## src/rtl/wbs_pkg.sv

```systemverilog
package wbs_pkg;

  typedef enum logic [1:0] {
    BM_FIX8  = 2'b00,
    BM_OTF   = 2'b01,
    BM_CHOP  = 2'b10,
    BM_FIX8B = 2'b11
  } burst_mode_e;

  typedef struct packed {
    logic [2:0] data_clks;
    logic [2:0] slot_clks;
  } burst_len_t;

  function automatic burst_len_t decode_len(input logic [1:0] mode, input logic bl8);
    burst_len_t r;
    unique case (burst_mode_e'(mode))
      BM_OTF:  begin r.data_clks = bl8 ? 3'd4 : 3'd2; r.slot_clks = 3'd4; end
      BM_CHOP: begin r.data_clks = 3'd2;              r.slot_clks = 3'd2; end
      default: begin r.data_clks = 3'd4;              r.slot_clks = 3'd4; end
    endcase
    return r;
  endfunction

endpackage

```

## src/rtl/wbs_alloc.sv

```systemverilog
module wbs_alloc #(
  parameter int DEPTH = 8
) (
  input  logic [DEPTH-1:0] busy_i,
  input  logic             req_i,
  output logic [DEPTH-1:0] grant_o,
  output logic             full_o
);

  logic found;

  // lowest free slot wins
  always_comb begin
    grant_o = '0;
    found   = 1'b0;
    for (int i = 0; i < DEPTH; i++) begin
      if (!busy_i[i] && !found) begin
        grant_o[i] = req_i;
        found      = 1'b1;
      end
    end
    full_o = !found;
  end

endmodule

```

## src/rtl/wbs_slot.sv

```systemverilog
module wbs_slot #(
  parameter int CNT_W = 7,
  parameter int BG_W  = 2
) (
  input  logic             clk_i,
  input  logic             rst_ni,
  input  logic             load_i,
  input  logic [CNT_W-1:0] wl_i,
  input  logic             pre2_i,
  input  logic [2:0]       data_clks_i,
  input  logic [2:0]       slot_clks_i,
  input  logic [BG_W-1:0]  bg_i,
  output logic             busy_o,
  output logic             pre_o,
  output logic             data_o,
  output logic [2:0]       idx_o,
  output logic             post_cand_o,
  output logic             end_o,
  output logic [BG_W-1:0]  bg_o
);

  logic             vld_q;
  logic [CNT_W-1:0] cnt_q;
  logic [CNT_W-1:0] wl_q;
  logic             pre2_q;
  logic [2:0]       dclk_q;
  logic [2:0]       sclk_q;
  logic [BG_W-1:0]  bg_q;

  logic [CNT_W:0] cnt_x, wl_x, data_end, slot_end, pre_start;
  logic [1:0]     beat_off;

  always_comb begin
    cnt_x     = {1'b0, cnt_q};
    wl_x      = {1'b0, wl_q};
    data_end  = wl_x + (CNT_W+1)'(dclk_q);
    slot_end  = wl_x + (CNT_W+1)'(sclk_q);
    pre_start = wl_x - (pre2_q ? (CNT_W+1)'(2) : (CNT_W+1)'(1));
    beat_off  = cnt_q[1:0] - wl_q[1:0];
  end

  // cnt counts clocks since the command clock; loaded as 1
  always_ff @(posedge clk_i or negedge rst_ni) begin
    if (!rst_ni) begin
      vld_q  <= 1'b0;
      cnt_q  <= '0;
      wl_q   <= '0;
      pre2_q <= 1'b0;
      dclk_q <= '0;
      sclk_q <= '0;
      bg_q   <= '0;
    end else if (load_i) begin
      vld_q  <= 1'b1;
      cnt_q  <= CNT_W'(1);
      wl_q   <= wl_i;
      pre2_q <= pre2_i;
      dclk_q <= data_clks_i;
      sclk_q <= slot_clks_i;
      bg_q   <= bg_i;
    end else if (vld_q) begin
      if (cnt_x == slot_end) vld_q <= 1'b0;
      else                   cnt_q <= cnt_q + CNT_W'(1);
    end
  end

  assign busy_o      = vld_q;
  assign pre_o       = vld_q && (cnt_x >= pre_start) && (cnt_x < wl_x);
  assign data_o      = vld_q && (cnt_x >= wl_x) && (cnt_x < data_end);
  assign post_cand_o = vld_q && (cnt_x == data_end);
  assign end_o       = vld_q && (cnt_x == slot_end);
  assign idx_o       = {beat_off, 1'b0};
  assign bg_o        = bg_q;

  p_pre_lead_r5: assert property (@(posedge clk_i) disable iff (!rst_ni)
    (data_o && !$past(data_o)) |-> $past(pre_o));

  p_idx_step_r2: assert property (@(posedge clk_i) disable iff (!rst_ni)
    (data_o && $past(data_o)) |-> (idx_o == $past(idx_o) + 3'd2));

  p_post_follow_r6: assert property (@(posedge clk_i) disable iff (!rst_ni)
    post_cand_o |-> $past(data_o));

  p_end_release_r8: assert property (@(posedge clk_i) disable iff (!rst_ni)
    end_o |=> !busy_o);

endmodule

```

## src/rtl/wbs_merge.sv

```systemverilog
module wbs_merge #(
  parameter int DEPTH = 8,
  parameter int BG_W  = 2
) (
  input  logic                      clk_i,
  input  logic                      rst_ni,
  input  logic [DEPTH-1:0]          pre_v_i,
  input  logic [DEPTH-1:0]          data_v_i,
  input  logic [DEPTH-1:0]          cand_v_i,
  input  logic [DEPTH-1:0]          end_v_i,
  input  logic [DEPTH-1:0][2:0]     idx_i,
  input  logic [DEPTH-1:0][BG_W-1:0] bg_i,
  output logic                      dqs_en_o,
  output logic                      dqs_pre_o,
  output logic                      dqs_post_o,
  output logic                      beat_valid_o,
  output logic [2:0]                beat_idx_o,
  output logic [BG_W-1:0]           beat_bg_o,
  output logic                      wr_end_o
);

  logic any_pre, any_data, any_cand;

  always_comb begin
    beat_idx_o = '0;
    beat_bg_o  = '0;
    for (int i = 0; i < DEPTH; i++) begin
      if (data_v_i[i]) begin
        beat_idx_o = beat_idx_o | idx_i[i];
        beat_bg_o  = beat_bg_o | bg_i[i];
      end
    end
    any_pre  = |pre_v_i;
    any_data = |data_v_i;
    any_cand = |cand_v_i;
  end

  // a neighbour's preamble or data overrides the postamble
  assign beat_valid_o = any_data;
  assign dqs_pre_o    = any_pre && !any_data;
  assign dqs_post_o   = any_cand && !any_pre && !any_data;
  assign dqs_en_o     = any_pre || any_data || any_cand;
  assign wr_end_o     = |end_v_i;

  p_data_owner_r9: assert property (@(posedge clk_i) disable iff (!rst_ni)
    $onehot0(data_v_i));

  p_end_single_r8: assert property (@(posedge clk_i) disable iff (!rst_ni)
    $onehot0(end_v_i));

endmodule

```

## src/rtl/write_burst_seq.sv

```systemverilog
module write_burst_seq #(
  parameter int DEPTH = 8,
  parameter int BG_W  = 2,
  parameter int LAT_W = 5
) (
  input  logic             clk_i,
  input  logic             rst_ni,
  input  logic             cmd_valid_i,
  input  logic [BG_W-1:0]  cmd_bg_i,
  input  logic             cmd_bl8_i,
  input  logic [LAT_W-1:0] cfg_al_i,
  input  logic [LAT_W-1:0] cfg_cwl_i,
  input  logic [1:0]       cfg_mode_i,
  input  logic             cfg_pre2_i,
  output logic             dqs_en_o,
  output logic             dqs_pre_o,
  output logic             dqs_post_o,
  output logic             beat_valid_o,
  output logic [2:0]       beat_idx_o,
  output logic [BG_W-1:0]  beat_bg_o,
  output logic             wr_end_o
);
  import wbs_pkg::*;

  localparam int CNT_W = LAT_W + 2;

  logic [CNT_W-1:0]          wl;
  burst_len_t                blen;
  logic [DEPTH-1:0]          busy, grant;
  logic                      full;
  logic [DEPTH-1:0]          pre_v, data_v, cand_v, end_v;
  logic [DEPTH-1:0][2:0]     idx_v;
  logic [DEPTH-1:0][BG_W-1:0] bg_v;

  assign wl   = CNT_W'(cfg_al_i) + CNT_W'(cfg_cwl_i);
  assign blen = decode_len(cfg_mode_i, cmd_bl8_i);

  wbs_alloc #(.DEPTH(DEPTH)) u_alloc (
    .busy_i  (busy),
    .req_i   (cmd_valid_i),
    .grant_o (grant),
    .full_o  (full)
  );

  for (genvar g = 0; g < DEPTH; g++) begin : g_slot
    wbs_slot #(.CNT_W(CNT_W), .BG_W(BG_W)) u_slot (
      .clk_i       (clk_i),
      .rst_ni      (rst_ni),
      .load_i      (grant[g]),
      .wl_i        (wl),
      .pre2_i      (cfg_pre2_i),
      .data_clks_i (blen.data_clks),
      .slot_clks_i (blen.slot_clks),
      .bg_i        (cmd_bg_i),
      .busy_o      (busy[g]),
      .pre_o       (pre_v[g]),
      .data_o      (data_v[g]),
      .idx_o       (idx_v[g]),
      .post_cand_o (cand_v[g]),
      .end_o       (end_v[g]),
      .bg_o        (bg_v[g])
    );
  end

  wbs_merge #(.DEPTH(DEPTH), .BG_W(BG_W)) u_merge (
    .clk_i        (clk_i),
    .rst_ni       (rst_ni),
    .pre_v_i      (pre_v),
    .data_v_i     (data_v),
    .cand_v_i     (cand_v),
    .end_v_i      (end_v),
    .idx_i        (idx_v),
    .bg_i         (bg_v),
    .dqs_en_o     (dqs_en_o),
    .dqs_pre_o    (dqs_pre_o),
    .dqs_post_o   (dqs_post_o),
    .beat_valid_o (beat_valid_o),
    .beat_idx_o   (beat_idx_o),
    .beat_bg_o    (beat_bg_o),
    .wr_end_o     (wr_end_o)
  );

  p_no_overflow_r11: assert property (@(posedge clk_i) disable iff (!rst_ni)
    cmd_valid_i |-> !full);

  p_wl_floor_r5: assert property (@(posedge clk_i) disable iff (!rst_ni)
    cmd_valid_i |-> (wl >= (cfg_pre2_i ? CNT_W'(3) : CNT_W'(2))));

  p_quiet_idle_r7: assert property (@(posedge clk_i) disable iff (!rst_ni)
    (busy == '0) |-> !dqs_en_o);

endmodule

```

## config.mk

```make
export PLATFORM = sky130hd
export DESIGN_NAME = write_burst_seq
export DESIGN_NICKNAME = d
export VERILOG_FILES = /design/src/rtl/wbs_pkg.sv /design/src/rtl/wbs_alloc.sv /design/src/rtl/wbs_slot.sv /design/src/rtl/wbs_merge.sv /design/src/rtl/write_burst_seq.sv
export SDC_FILE = /design/constraint.sdc
export NUM_CORES = 1
export LEC_CHECK = 0
export BUFFER_PORTS_ARGS = -buffer_cell sky130_fd_sc_hd__buf_2
export CAP_MARGIN = 20
export CORE_AREA = 2 2 173 175
export DETAILED_ROUTE_END_ITERATION = 10
export DIE_AREA = 0 0 175 177
export PLACE_DENSITY = 0.62
export SYNTH_ARGS = -nofsm -noshare
export SYNTH_HDL_FRONTEND = slang
export SYNTH_SLANG_ARGS = --single-unit
```

## constraint.sdc

```tcl
create_clock -name clk_i -period 4.4 [get_ports clk_i]
set_input_delay 0.22 -clock clk_i [delete_from_list [all_inputs] [get_ports clk_i]]
set_output_delay 0.22 -clock clk_i [all_outputs]
set_load 0.02 [all_outputs]
```

# ---- Yosys cells after proc, flatten, opt, wreduce, memory -nomap -nowiden
# Index checks and enable logic that the tools add are counted.
dict set report totals {
  register_bits 192
  in_bits 19
  elab_cells 353
  output_inout_bits 10
}
dict set report op_classes {
  order_cmp 32
  n_bitwise 14
  eq_ne 26
  muxes 89
  n_addsub 41
  reduce_logical 95
}
# op n
set ops {}
lappend ops {{$mux 7} 24}
lappend ops {{$add 7x3->8} 16}
lappend ops {{$eq 7x8->1} 16}
lappend ops {{$ge 7x8->1} 8}
lappend ops {{$lt 7x8->1} 8}
lappend ops {{$sub 7x8->8} 8}
lappend ops {{$logic_and 1x1->1} 58}
lappend ops {{$add 7x1->7 const B} 8}
lappend ops {{$ge 7x7->1} 8}
lappend ops {{$lt 7x7->1} 8}
lappend ops {{$mux 1} 39}
lappend ops {{$mux 2} 16}
lappend ops {{$reduce_or 8->1} 4}
lappend ops {{$mux 3} 9}
lappend ops {{$or 3x3->3} 7}
lappend ops {{$ne 2x1->1 const B} 8}
lappend ops {{$reduce_and 2->1} 8}
lappend ops {{$reduce_bool 2->1} 8}
lappend ops {{$sub 2x2->2} 8}
lappend ops {{$logic_not 1->1} 15}
lappend ops {{$or 2x2->2} 7}
lappend ops {{$pmux 6 s2} 1}
lappend ops {{$add 5x5->6} 1}
lappend ops {{$eq 2x1->1 const B} 1}
lappend ops {{2 further kinds} 3}

# ---- Longest topological paths before layout
# Gate-level depths: netlist of the first run.
dict set report logic_depth {
  depth_word 23
  mapped_depth 14
  mapped_depth_nobuf 14
}

# ---- Cells and area by module
# Synthesis of the first run repeated with hierarchy kept, for this count alone.
dict set report unflattened {
  cells_unflattened 1820
  area_unflattened_um2 17140.2
}
# module n_inst cells_each seq_area_each_um2 area_each_um2
set by_module_without_submodules {}
lappend by_module_without_submodules {{wbs_slot (g_slot[2].u_slot ...)} 4 217 600.6 2067.0}
lappend by_module_without_submodules {{wbs_slot (g_slot[0].u_slot ...)} 2 215 600.6 2040.7}
lappend by_module_without_submodules {{wbs_slot (g_slot[5].u_slot)} 1 222 600.6 2103.3}
lappend by_module_without_submodules {{wbs_slot (g_slot[4].u_slot)} 1 219 600.6 2067.0}
lappend by_module_without_submodules {wbs_merge 1 40 0.0 277.8}
lappend by_module_without_submodules {write_burst_seq 1 27 0.0 234.0}
lappend by_module_without_submodules {wbs_alloc 1 14 0.0 108.9}

# ---- Least setup slack after synthesis of the first run
# Ideal clock, no wire load.
dict set report synth_path {
  path_kind {reg2out}
  start {register g_slot[0].u_slot.wl_q[1]}
  end {output port dqs_pre_o}
  path_buffers 0
  required_ns 4.180
  setup_slack_ns 1.055
  arrival_ns 3.125
  path_stages_with_launch 15
  cell_sequence {dfrtp_1 -> ha_1 -> inv_1 -> fa_1 -> nor2_1 -> xnor2_1 -> ha_1 -> nand2_1 -> or2_1 -> o21ai_0 -> nor3_1 -> or4_1 -> nor3_2 -> inv_2 -> nor2_1}
}
dict set report synth_between {
  elab_chain_len 6
  elab_cells_between_ends 14
  cone_classes {add/sub: 2; order compare: 4; reduce/logical: 8}
}
# item line_no
set synth_lines {}
lappend synth_lines {{start, declared} wbs_slot.sv:24} ;# logic [CNT_W-1:0] wl_q;
lappend synth_lines {{start signal, assigned} wbs_slot.sv:55} ;# wl_q <= wl_i;
lappend synth_lines {{$add 7x3->8 / $ge 7x7->1 (equally long branches)} {wbs_slot.sv:36, wbs_slot.sv:68}}
lappend synth_lines {{$lt 7x8->1 / $logic_and 1x1->1 (equally long branches)} wbs_slot.sv:68} ;# assign data_o = vld_q && (cnt_x >= wl_x) && (cnt_x < data_end);
lappend synth_lines {{$logic_and 1x1->1 (*)} wbs_slot.sv:68}
lappend synth_lines {{$reduce_or 8->1 (*)} wbs_merge.sv:34} ;# any_data = |data_v_i;
lappend synth_lines {{named net beat_valid_o} write_burst_seq.sv:18} ;# output logic beat_valid_o,
lappend synth_lines {{$logic_not 1->1 (*)} wbs_merge.sv:40} ;# assign dqs_pre_o = any_pre && !any_data;
lappend synth_lines {{$logic_and 1x1->1 (*)} wbs_merge.sv:40}
lappend synth_lines {{end, declared} write_burst_seq.sv:16} ;# output logic dqs_pre_o,
# Mark *: on every way through the listed nets, which the timed path passes. The rest lies on a longest branch.

# ---- Worst setup path in the final report of the first run
dict set report layout_path {
  start {register g_slot[5].u_slot.wl_q[1]}
  end {output port beat_idx_o[1]}
}
dict set report layout_between {
  elab_chain_len 8
  elab_cells_between_ends 10
  cone_classes {add/sub: 1; order compare: 2; mux: 3; bitwise: 2; reduce/logical: 2}
}
# item line_no
set layout_lines {}
lappend layout_lines {{start, declared} wbs_slot.sv:24}
lappend layout_lines {{start signal, assigned} wbs_slot.sv:55}
lappend layout_lines {{$add 7x3->8 / $ge 7x7->1 (equally long branches)} {wbs_slot.sv:36, wbs_slot.sv:68}}
lappend layout_lines {{$lt 7x8->1 / $logic_and 1x1->1 (equally long branches)} wbs_slot.sv:68}
lappend layout_lines {{$logic_and 1x1->1 (*)} wbs_slot.sv:68}
lappend layout_lines {{$mux 3 (*)} wbs_merge.sv:28} ;# if (data_v_i[i]) begin
lappend layout_lines {{$or 3x3->3} wbs_merge.sv:29} ;# beat_idx_o = beat_idx_o | idx_i[i];
lappend layout_lines {{$mux 3 (*)} wbs_merge.sv:28}
lappend layout_lines {{$or 3x3->3} wbs_merge.sv:29}
lappend layout_lines {{$mux 3 (*)} wbs_merge.sv:28}
lappend layout_lines {{end, declared} write_burst_seq.sv:19} ;# output logic [2:0] beat_idx_o,
# Every way passes the cells marked *; elsewhere a longest branch is shown, timed or not.

==> results of run 1 <==
## registers in the layout, indices dropped and copies added, names as in the netlist
register and cells:
g_slot.u_slot.busy_o 8, g_slot.u_slot.bg_o 16, g_slot.u_slot.wl_q 48, g_slot.u_slot.sclk_q 16, g_slot.u_slot.pre2_q 8, g_slot.u_slot.dclk_q 16
g_slot.u_slot.cnt_q 56
## area by class of cell
class / count / area [um2] / area share [%]
clock buffer: 19 / 453 / 2.92
sequential: 168 / 4200 / 27.1
tap: 390 / 488 / 3.15
multi-input combinational: 1258 / 9460 / 61.1
clock inverter: 13 / 95.1 / 0.614
inverter: 141 / 529 / 3.42
timing repair buffer: 40 / 258 / 1.66
## through the flow
stage	total power [uW]	util [%]	area (um2)	hold slack, ns
global placement	10600	51.0	14900	0.340
floorplan	8640	-	14400	-0.0756
detailed placement	10900	51.0	14900	0.342
finish	12400	53.0	15500	0.107
global route	13700	53.0	15500	0.0943
CTS	12400	52.9	15500	0.0730
## worst min-delay path: cells and delay by family
family | cells | cell delay [ns]
buffers and inverters | 1 | 0.17
AND/OR/NAND/NOR | 2 | 0.13
## cells in the mapped netlist, types with 7 or more instances
library cell	instances	area share [%]
nor2b_1	14	0.61
a222oi_1	7	0.49
dfrtp_1	168	29
a21oi_1	53	1.8
nand2_1	215	5.6
ha_1	216	19
clkbuf_1	35	0.91
mux2i_1	22	1.5
nor4_1	10	0.43
nor3_1	34	1.2
nand4b_1	11	0.67
and3_1	12	0.52
nand4_1	31	1.3
nand3_1	72	2.5
mux2_2	15	1.2
o21a_1	10	0.52
xor2_1	39	2.4
nor2_1	61	1.6
xnor2_1	79	4.8
inv_1	138	3.6
o211ai_1	10	0.52
buf_2	12	0.42
nand2b_1	17	0.74
fa_1	25	3.5
o21ai_0	115	4.0
a211oi_1	28	1.5
a21o_1	30	1.6
nor3b_1	7	0.36
## per-layer routing
| layer | GRT usage [%] | up-vias | share of wire, % |
|---|---|---|---|
| li1 | - | 5783 | - |
| met1 | 36.4 | 5701 | 48 |
| met2 | 40.3 | 254 | 45 |
| met3 | 3.80 | 38 | 5.2 |
| met4 | 7.99 | 0 | 2.1 |
| met5 | 0 | - | 0 |
## worst paths after layout
check | to
min in group asynchronous | g_slot[2].u_slot.wl_q[5]
max | beat_idx_o[1]
min reg2reg | g_slot[1].u_slot.bg_o[0]
max reg2reg | g_slot[2].u_slot.cnt_q[6]
max in group asynchronous | g_slot[7].u_slot.wl_q[5]
min | g_slot[4].u_slot.bg_o[1]
## kinds of logic (layout without fill, tap and decap cells)
family | Yosys count | count (layout) | synth area share [%]
AOI/OAI and AO/OA | 333 | 333 | 15.3
xor gates and xnor gates | 118 | 118 | 7.16
adders and majority gates | 241 | 241 | 22.2
buffers and inverters | 198 | 213 | 5.50
DFF | 168 | 168 | 29.1
muxes | 37 | 37 | 2.70
other | 1 | 1 | 0.0260
and+or+nand+nor | 528 | 528 | 18.0
## timing repair
| action | CTS | global route |
|---|---|---|
| pin swaps | 0 | 0 |
| hold buffers | 1 | 0 |
| buffers inserted | 0 | 0 |
| setup endpoints to repair | 1 | 3 |
| resized for setup | 1 | 4 |
| endpoints found under the hold margin | 80 | 0 |
| gates cloned | 0 | 0 |
## power by group
| part | switching (uW) | internal [uW] | leakage [uW] |
|---|---|---|---|
| clock network | 680 | 755 | 0.000266 |
| logic | 4350 | 3380 | 0.00516 |
| registers | 1100 | 2100 | 0.00212 |
| total | 6130 | 6230 | 0.00754 |
==> metrics.md, run 1 <==
| Metric | Value |
|---|---|
| Status | finished clean |
| Post-Syn Nets | 1884 |
| CP required | 4.18 ns |
| Mapped Cells | 1624 |
| RR Startpoint | g_slot[2].u_slot.wl_q[1] |
| Synth Cell Area | 14400 um2 |
| Initial antenna violation count | 1 |
| Synth Area per Inst | 8.88 um2 |
| Routed Antenna Nets | 0 |
| Final wirelength | 37600 um |
| Dpl ws | 0.484 ns |
| Dpl hpwl | 28100 um |
| GRT Residual Overflow | 0 |
| Final setup margin | 0.109 ns |
| Clock skew | 0.00909 ns |
| RSZ-0062 raised after global routing | false |
| Fin cells | 2029 |
| Max Fanout on Critical Path | 6 |
| LEAKAGE | 0.00754 uW |
| CTS tree | done |
| Final Max Slew Viols | 0 |
| Largest net degree at the start of global routing | 89 |
| Endpoint class of the critical path | output port |
| Fin crit share | 97.5% |
| Top_reg_cell synth | dfrtp_1 |
| Unique masters post-synth | 78 |
| Area grow syn2layout | 7.35% |
| DRT iter0 DRCs | 808 |
| Boundary Pins | 29 |
| Synth async-reset ratio | 100% |
| Routability cong. | 0.878 |
| Hold-critical path depth | 3 |
| Post-synthesis sequential area ratio | 29.1% |
| Clock Sinks | 168 |
| Commonest non-fill, non-tap cell in the layout | ha_1 |
| CP Depth | 11 |
| DIE HEIGHT | 177 um |
| WS Path Type | reg -> out |
| Final setup vio count | 0 |
| Startpoint Class | flip-flop |
| Dpl cells | 1996 |
| H-tree levels | 4 |
| Min-delay src | cmd_bg_i[1] |
| Power density over cell area | 798 nW/um2 |
| Synthesis-stage register bit count | 168 |
| R2R depth | 9 |
| Worst slew pin tran | 1.09 ns |
| First-pass GRT wire length | 62100 um |
| Max-Cap Viols | 0 |
| Slowest CP cell | a2111oi_2 |
| DIE AREA | 31000 um2 |
| Peak supply drop | 0.818 mV |
| Die X | 175 um |
| CTS Buf Count | 17 |
| Layout cell share with drive strength beyond 1 | 6.65% |
| Final net count | 1886 |
| Core footprint | 29200 um2 |
| Warnings from Yosys | 0 |
| Vias in the first global route | 11470 |
| Crit-path most repeated cell | ha_1 |
| Critical path cell sequence | ha_1, fa_1, inv_1, ha_1, and3b_1, a2111oi_0, nor3_1, a2111oi_2, a222oi_1, nand4_1, buf_2 |
| Routed len/inst | 18.6 um |
| Diodes inserted | 0 |
| Slew margin rel. | 26.9% |
| Initial Utilization | 49.3% |
| Hold WC Path Type | in -> reg |
| Min Tclk post-route | 4.29 ns |
| All-Layer GR Usage | 25.6% |
| Clk slew on worst S/H paths | 0.07 ns |
| Worst R2R Setup Slack | 1.35 ns |
| CP Launch Point | g_slot[5].u_slot.wl_q[1] |
| Number of synthesized flops with an enable pin | 0 |
| DR vias | 11776 |
| Max stage delay on crit path | 0.68 ns |
| WP data arrival | 4.07 ns |
| Layout filler cell count | 2754 |
| Critical path's top delay family | compound AO/OA/AOI/OAI gates |
| Buffers on Ports | 27 |
| Via density | 5.80 |
| Drt first pass iters | 6 |
| Most frequent cells in the layout | 216 x ha_1, 215 x nand2_1, 168 x dfrtp_1, 138 x inv_1, 114 x o21ai_0 |
| Clock latency on the worst-skew pair | 0.45 ns |
| F_max | 0.233 GHz |
| Fin. Hold Viols | 0 |
| TNS Setup | 0 ns |
| # DRC | 0 |
| Worst-case clock buffer depth | 2 |
| Crit path buffers/inverters | 2 |
| CTS root buf | clkbuf_16 |
| Rows | 63 |
No activity file was read; power rests on OpenSTA's default activity.
==> run 2, diff against run 1 <==
- ABC_AREA: not set -> 1
- CORE_AREA: 2 2 173 175 -> 2 2 177 179
- DIE_AREA: 0 0 175 177 -> 0 0 179 181
==> run 2 against run 1 <==
Global-route usage shrank 0.082 points. Core utilization is 0.39 points higher. Area after synthesis grew 4.7%. Via count grew 11%. Largest cell class unchanged.
==> metrics.md, run 2 <==
| Metric | Value |
|---|---|
| DIE HEIGHT | 181 um |
| Number of synthesized flops with an enable pin | 0 |
| Fin crit share | 87.3% |
| Max-Cap Viols | 0 |
| Critical path's top delay family | simple AND/OR/NAND/NOR gates |
| Max FFs per register | 56 |
| Clk slew on worst S/H paths | 0.08 ns |
| WS Path Type | reg -> out |
| Worst-case clock buffer depth | 2 |
| CTS tree | done |
| GRT met1 Usage | 36.1% |
| F_max | 0.260 GHz |
| Clock skew | 0.00863 ns |
| Layout cell share with drive strength beyond 1 | 4.25% |
| NetSw | 5600 uW |
| Clock Sinks | 168 |
| Fin cells | 2441 |
| Synthesis-stage register bit count | 168 |
| Clk pwr share | 14.0% |
| Slowest CP cell | fa_1 |
| Top_reg_cell synth | dfrtp_1 |
| Leading area contributor after synthesis | dfrtp_1 |
| Routability cong. | 0.894 |
| Post-cts sizing count | 0 |
| Diodes inserted | 0 |
| Final Max Slew Viols | 0 |
| Critical path cell sequence | inv_1, ha_1, inv_1, fa_1, nor3_1, nand3_1, ha_1, inv_1, nor2_1, o22ai_1, nand3_1, nand2_1, nand2_1, nor2_1, nand3_1, nor2_1, buf_2 |
| DIE AREA | 32400 um2 |
| Core footprint | 30300 um2 |
| Routed len/inst | 16.0 um |
| Worst slew pin tran | 1.13 ns |
| Fin. Hold Viols | 0 |
| Dominant cells by area after synthesis | dfrtp_1 28%, ha_1 18%, nand2_1 11% |
| Mapped Cells | 2027 |
| Most frequent cell after synthesis | nand2_1 |
| Final setup vio count | 0 |
| CTS root buf | clkbuf_16 |
| Min Tclk post-route | 3.84 ns |
| Met3 Use GR | 3.03% |
| # DRC | 0 |
| DR vias | 13016 |
| Post-Place Cell Area | 15600 um2 |
| Dpl ws | 1.02 ns |
| Most frequent cells in the layout | 462 x nand2_1, 264 x inv_1, 216 x ha_1, 169 x nor2_1, 168 x dfrtp_1 |
| Synth Cell Area | 15100 um2 |
| Unique masters post-synth | 37 |
| LEAKAGE | 0.00852 uW |
| Dpl cells | 2408 |
| Dpl hpwl | 29400 um |
| Commonest cells post-synth | 462 x nand2_1, 264 x inv_1, 216 x ha_1 |
| Buffers on Ports | 27 |
| CTS Buf Count | 17 |
| Slew margin rel. | 24.3% |
| Final net count | 2292 |
| Cts hold-fix bufs | 1 |
| P_int | 5290 uW |
| Compound-cell area share of the yosys netlist | 9.40% |
| Switching share of power | 51.4% |
| Rows | 64 |
| Biggest regs | g_slot.u_slot.cnt_q x56, g_slot.u_slot.wl_q x48 |
| Final wirelength | 39000 um |
| Met2 usage | 41.2% |
| Hold WC Path Type | in -> reg |
| Post-synthesis sequential area ratio | 27.8% |
| Endpoint class of the critical path | output port |
| Synth Area in Adders | 21.2% |
| Max stage delay on crit path | 0.40 ns |
| Status | finished clean |
| Mux share of post-synthesis cell area | 0% |
| Warnings from Yosys | 0 |
| Peak supply drop | 0.405 mV |
| Startpoint Class | flip-flop |
| Largest family of logic cells by synthesized area | simple AND/OR/NAND/NOR gates |
| RSZ-0062 raised after global routing | false |
| All-Layer GR Usage | 25.5% |
| H-tree levels | 4 |
| Largest net degree at the start of global routing | 95 |
| Power share of the sequential group | 24.9% |
| Top cell type's share of synthesized area | 27.8% |
| Logic pwr share | 61.0% |
| WHS | 0.0273 ns |
| WP data arrival | 3.62 ns |
| Synth async-reset ratio | 100% |
| CP required | 4.18 ns |
| Initial antenna violation count | 1 |
| Post-Syn Nets | 2287 |
| Boundary Pins | 29 |
| Commonest non-fill, non-tap cell in the layout | nand2_1 |
| Postcts setup bufs | 0 |
| Global routing's busiest layer | met2 |
| Worst R2R Setup Slack | 1.67 ns |
| Die X | 179 um |
| TNS Setup | 0 ns |
| Clock latency on the worst-skew pair | 0.45 ns |
| Crit path buffers/inverters | 4 |
| Synth Area per Inst | 7.46 um2 |
| Area grow syn2layout | 7.14% |
| Vias in the first global route | 12465 |
| Drt first pass iters | 5 |
| First-pass GRT wire length | 65000 um |
| Max Fanout on Critical Path | 3 |
| Initial Utilization | 49.8% |
| GRT Residual Overflow | 0 |
| Final non-filler cell area | 16200 um2 |
| Largest reg by FF count | g_slot.u_slot.cnt_q |
| Routed Antenna Nets | 0 |
| DRT iter0 DRCs | 1047 |
| Power density over cell area | 672 nW/um2 |
| Final setup margin | 0.557 ns |
| Synth Area in XOR/XNOR | 8.63% |
| Via density | 5.33 |
| Post-synthesis simple-gate area fraction | 24.8% |
run 2: changes by cell type in the layout (fill, tap and decap cells not counted), moves of 35 or more:
cell / previous run / this run
nor2_1: 61 / 169
xor2_1: 38 / 106
inv_1: 138 / 264
xnor2_1: 78 / 43
nand3_1: 72 / 162
o21ai_0: 114 / 158
nand2_1: 215 / 462
run 2: final cells by class:
class,count,area [um2]
Fill cell,2951,14200
Tap cell,396,495
Timing Repair Buffer,37,231
Clock buffer,18,439
Multi-Input combinational cell,1542,9680
Sequential cell,168,4200
Inverter,266,998
Clock inverter,14,140
run 2: final timing paths:
path | cells after the start | end | start
setup / recovery | 17 | dqs_post_o | g_slot[7].u_slot.pre2_q
hold / removal | 3 | g_slot[4].u_slot.bg_o[1] | cmd_bg_i[1]
setup reg to reg | 5 | g_slot[5].u_slot.cnt_q[6] | g_slot[1].u_slot.busy_o
hold reg to reg | 2 | g_slot[6].u_slot.bg_o[0] | g_slot[6].u_slot.bg_o[0]
max in group asynchronous | 3 | g_slot[3].u_slot.wl_q[4] | rst_ni
min in group asynchronous | 2 | g_slot[7].u_slot.cnt_q[1] | rst_ni
run 2: through the flow:
step	util (%)	power (uW)
3_3_place_gp	51.4	9190
4_1_cts	53.4	10900
3_5_place_dp	51.4	9360
6_report	53.4	10900
2_1_floorplan	-	7450
5_1_grt	53.4	12200
run 2: cell families after synthesis:
kind of cell	after synthesis
AO/OA/AOI/OAI	265
XOR/XNOR	149
adder cells (fa/ha/maj)	241
buffers and inverters	317
flip-flops	168
other	1
AND/OR/NAND/NOR	886
run 2: worst reg2reg max path, cell delays in order (launching register included):
cell and delay [ns]:
dfrtp_1 0.47, inv_1 0.23, nor4_4 0.55, nand4_2 0.80, nand2_1 0.42, o21ai_0 0.13
run 2: power by group through the flow:
stage                     clock network (uW)  registers (uW)  logic, uW
after global placement                     0            2730       6460
after detailed placement                   0            2730       6640
after floorplan                            0            2350       5100
final                                   1530            2710       6650
after global routing                    1630            2790       7770
after CTS                               1550            2700       6680
run 2: metal layers:
layer / share of wire (%) / routed length, um / up-vias
met3: 4.0 / 1560 / 37
met4: 1.9 / 741 / 0
li1: - / - / 6597
met1: 47 / 18400 / 6121
met2: 47 / 18300 / 261
met5: 0 / 0 / -
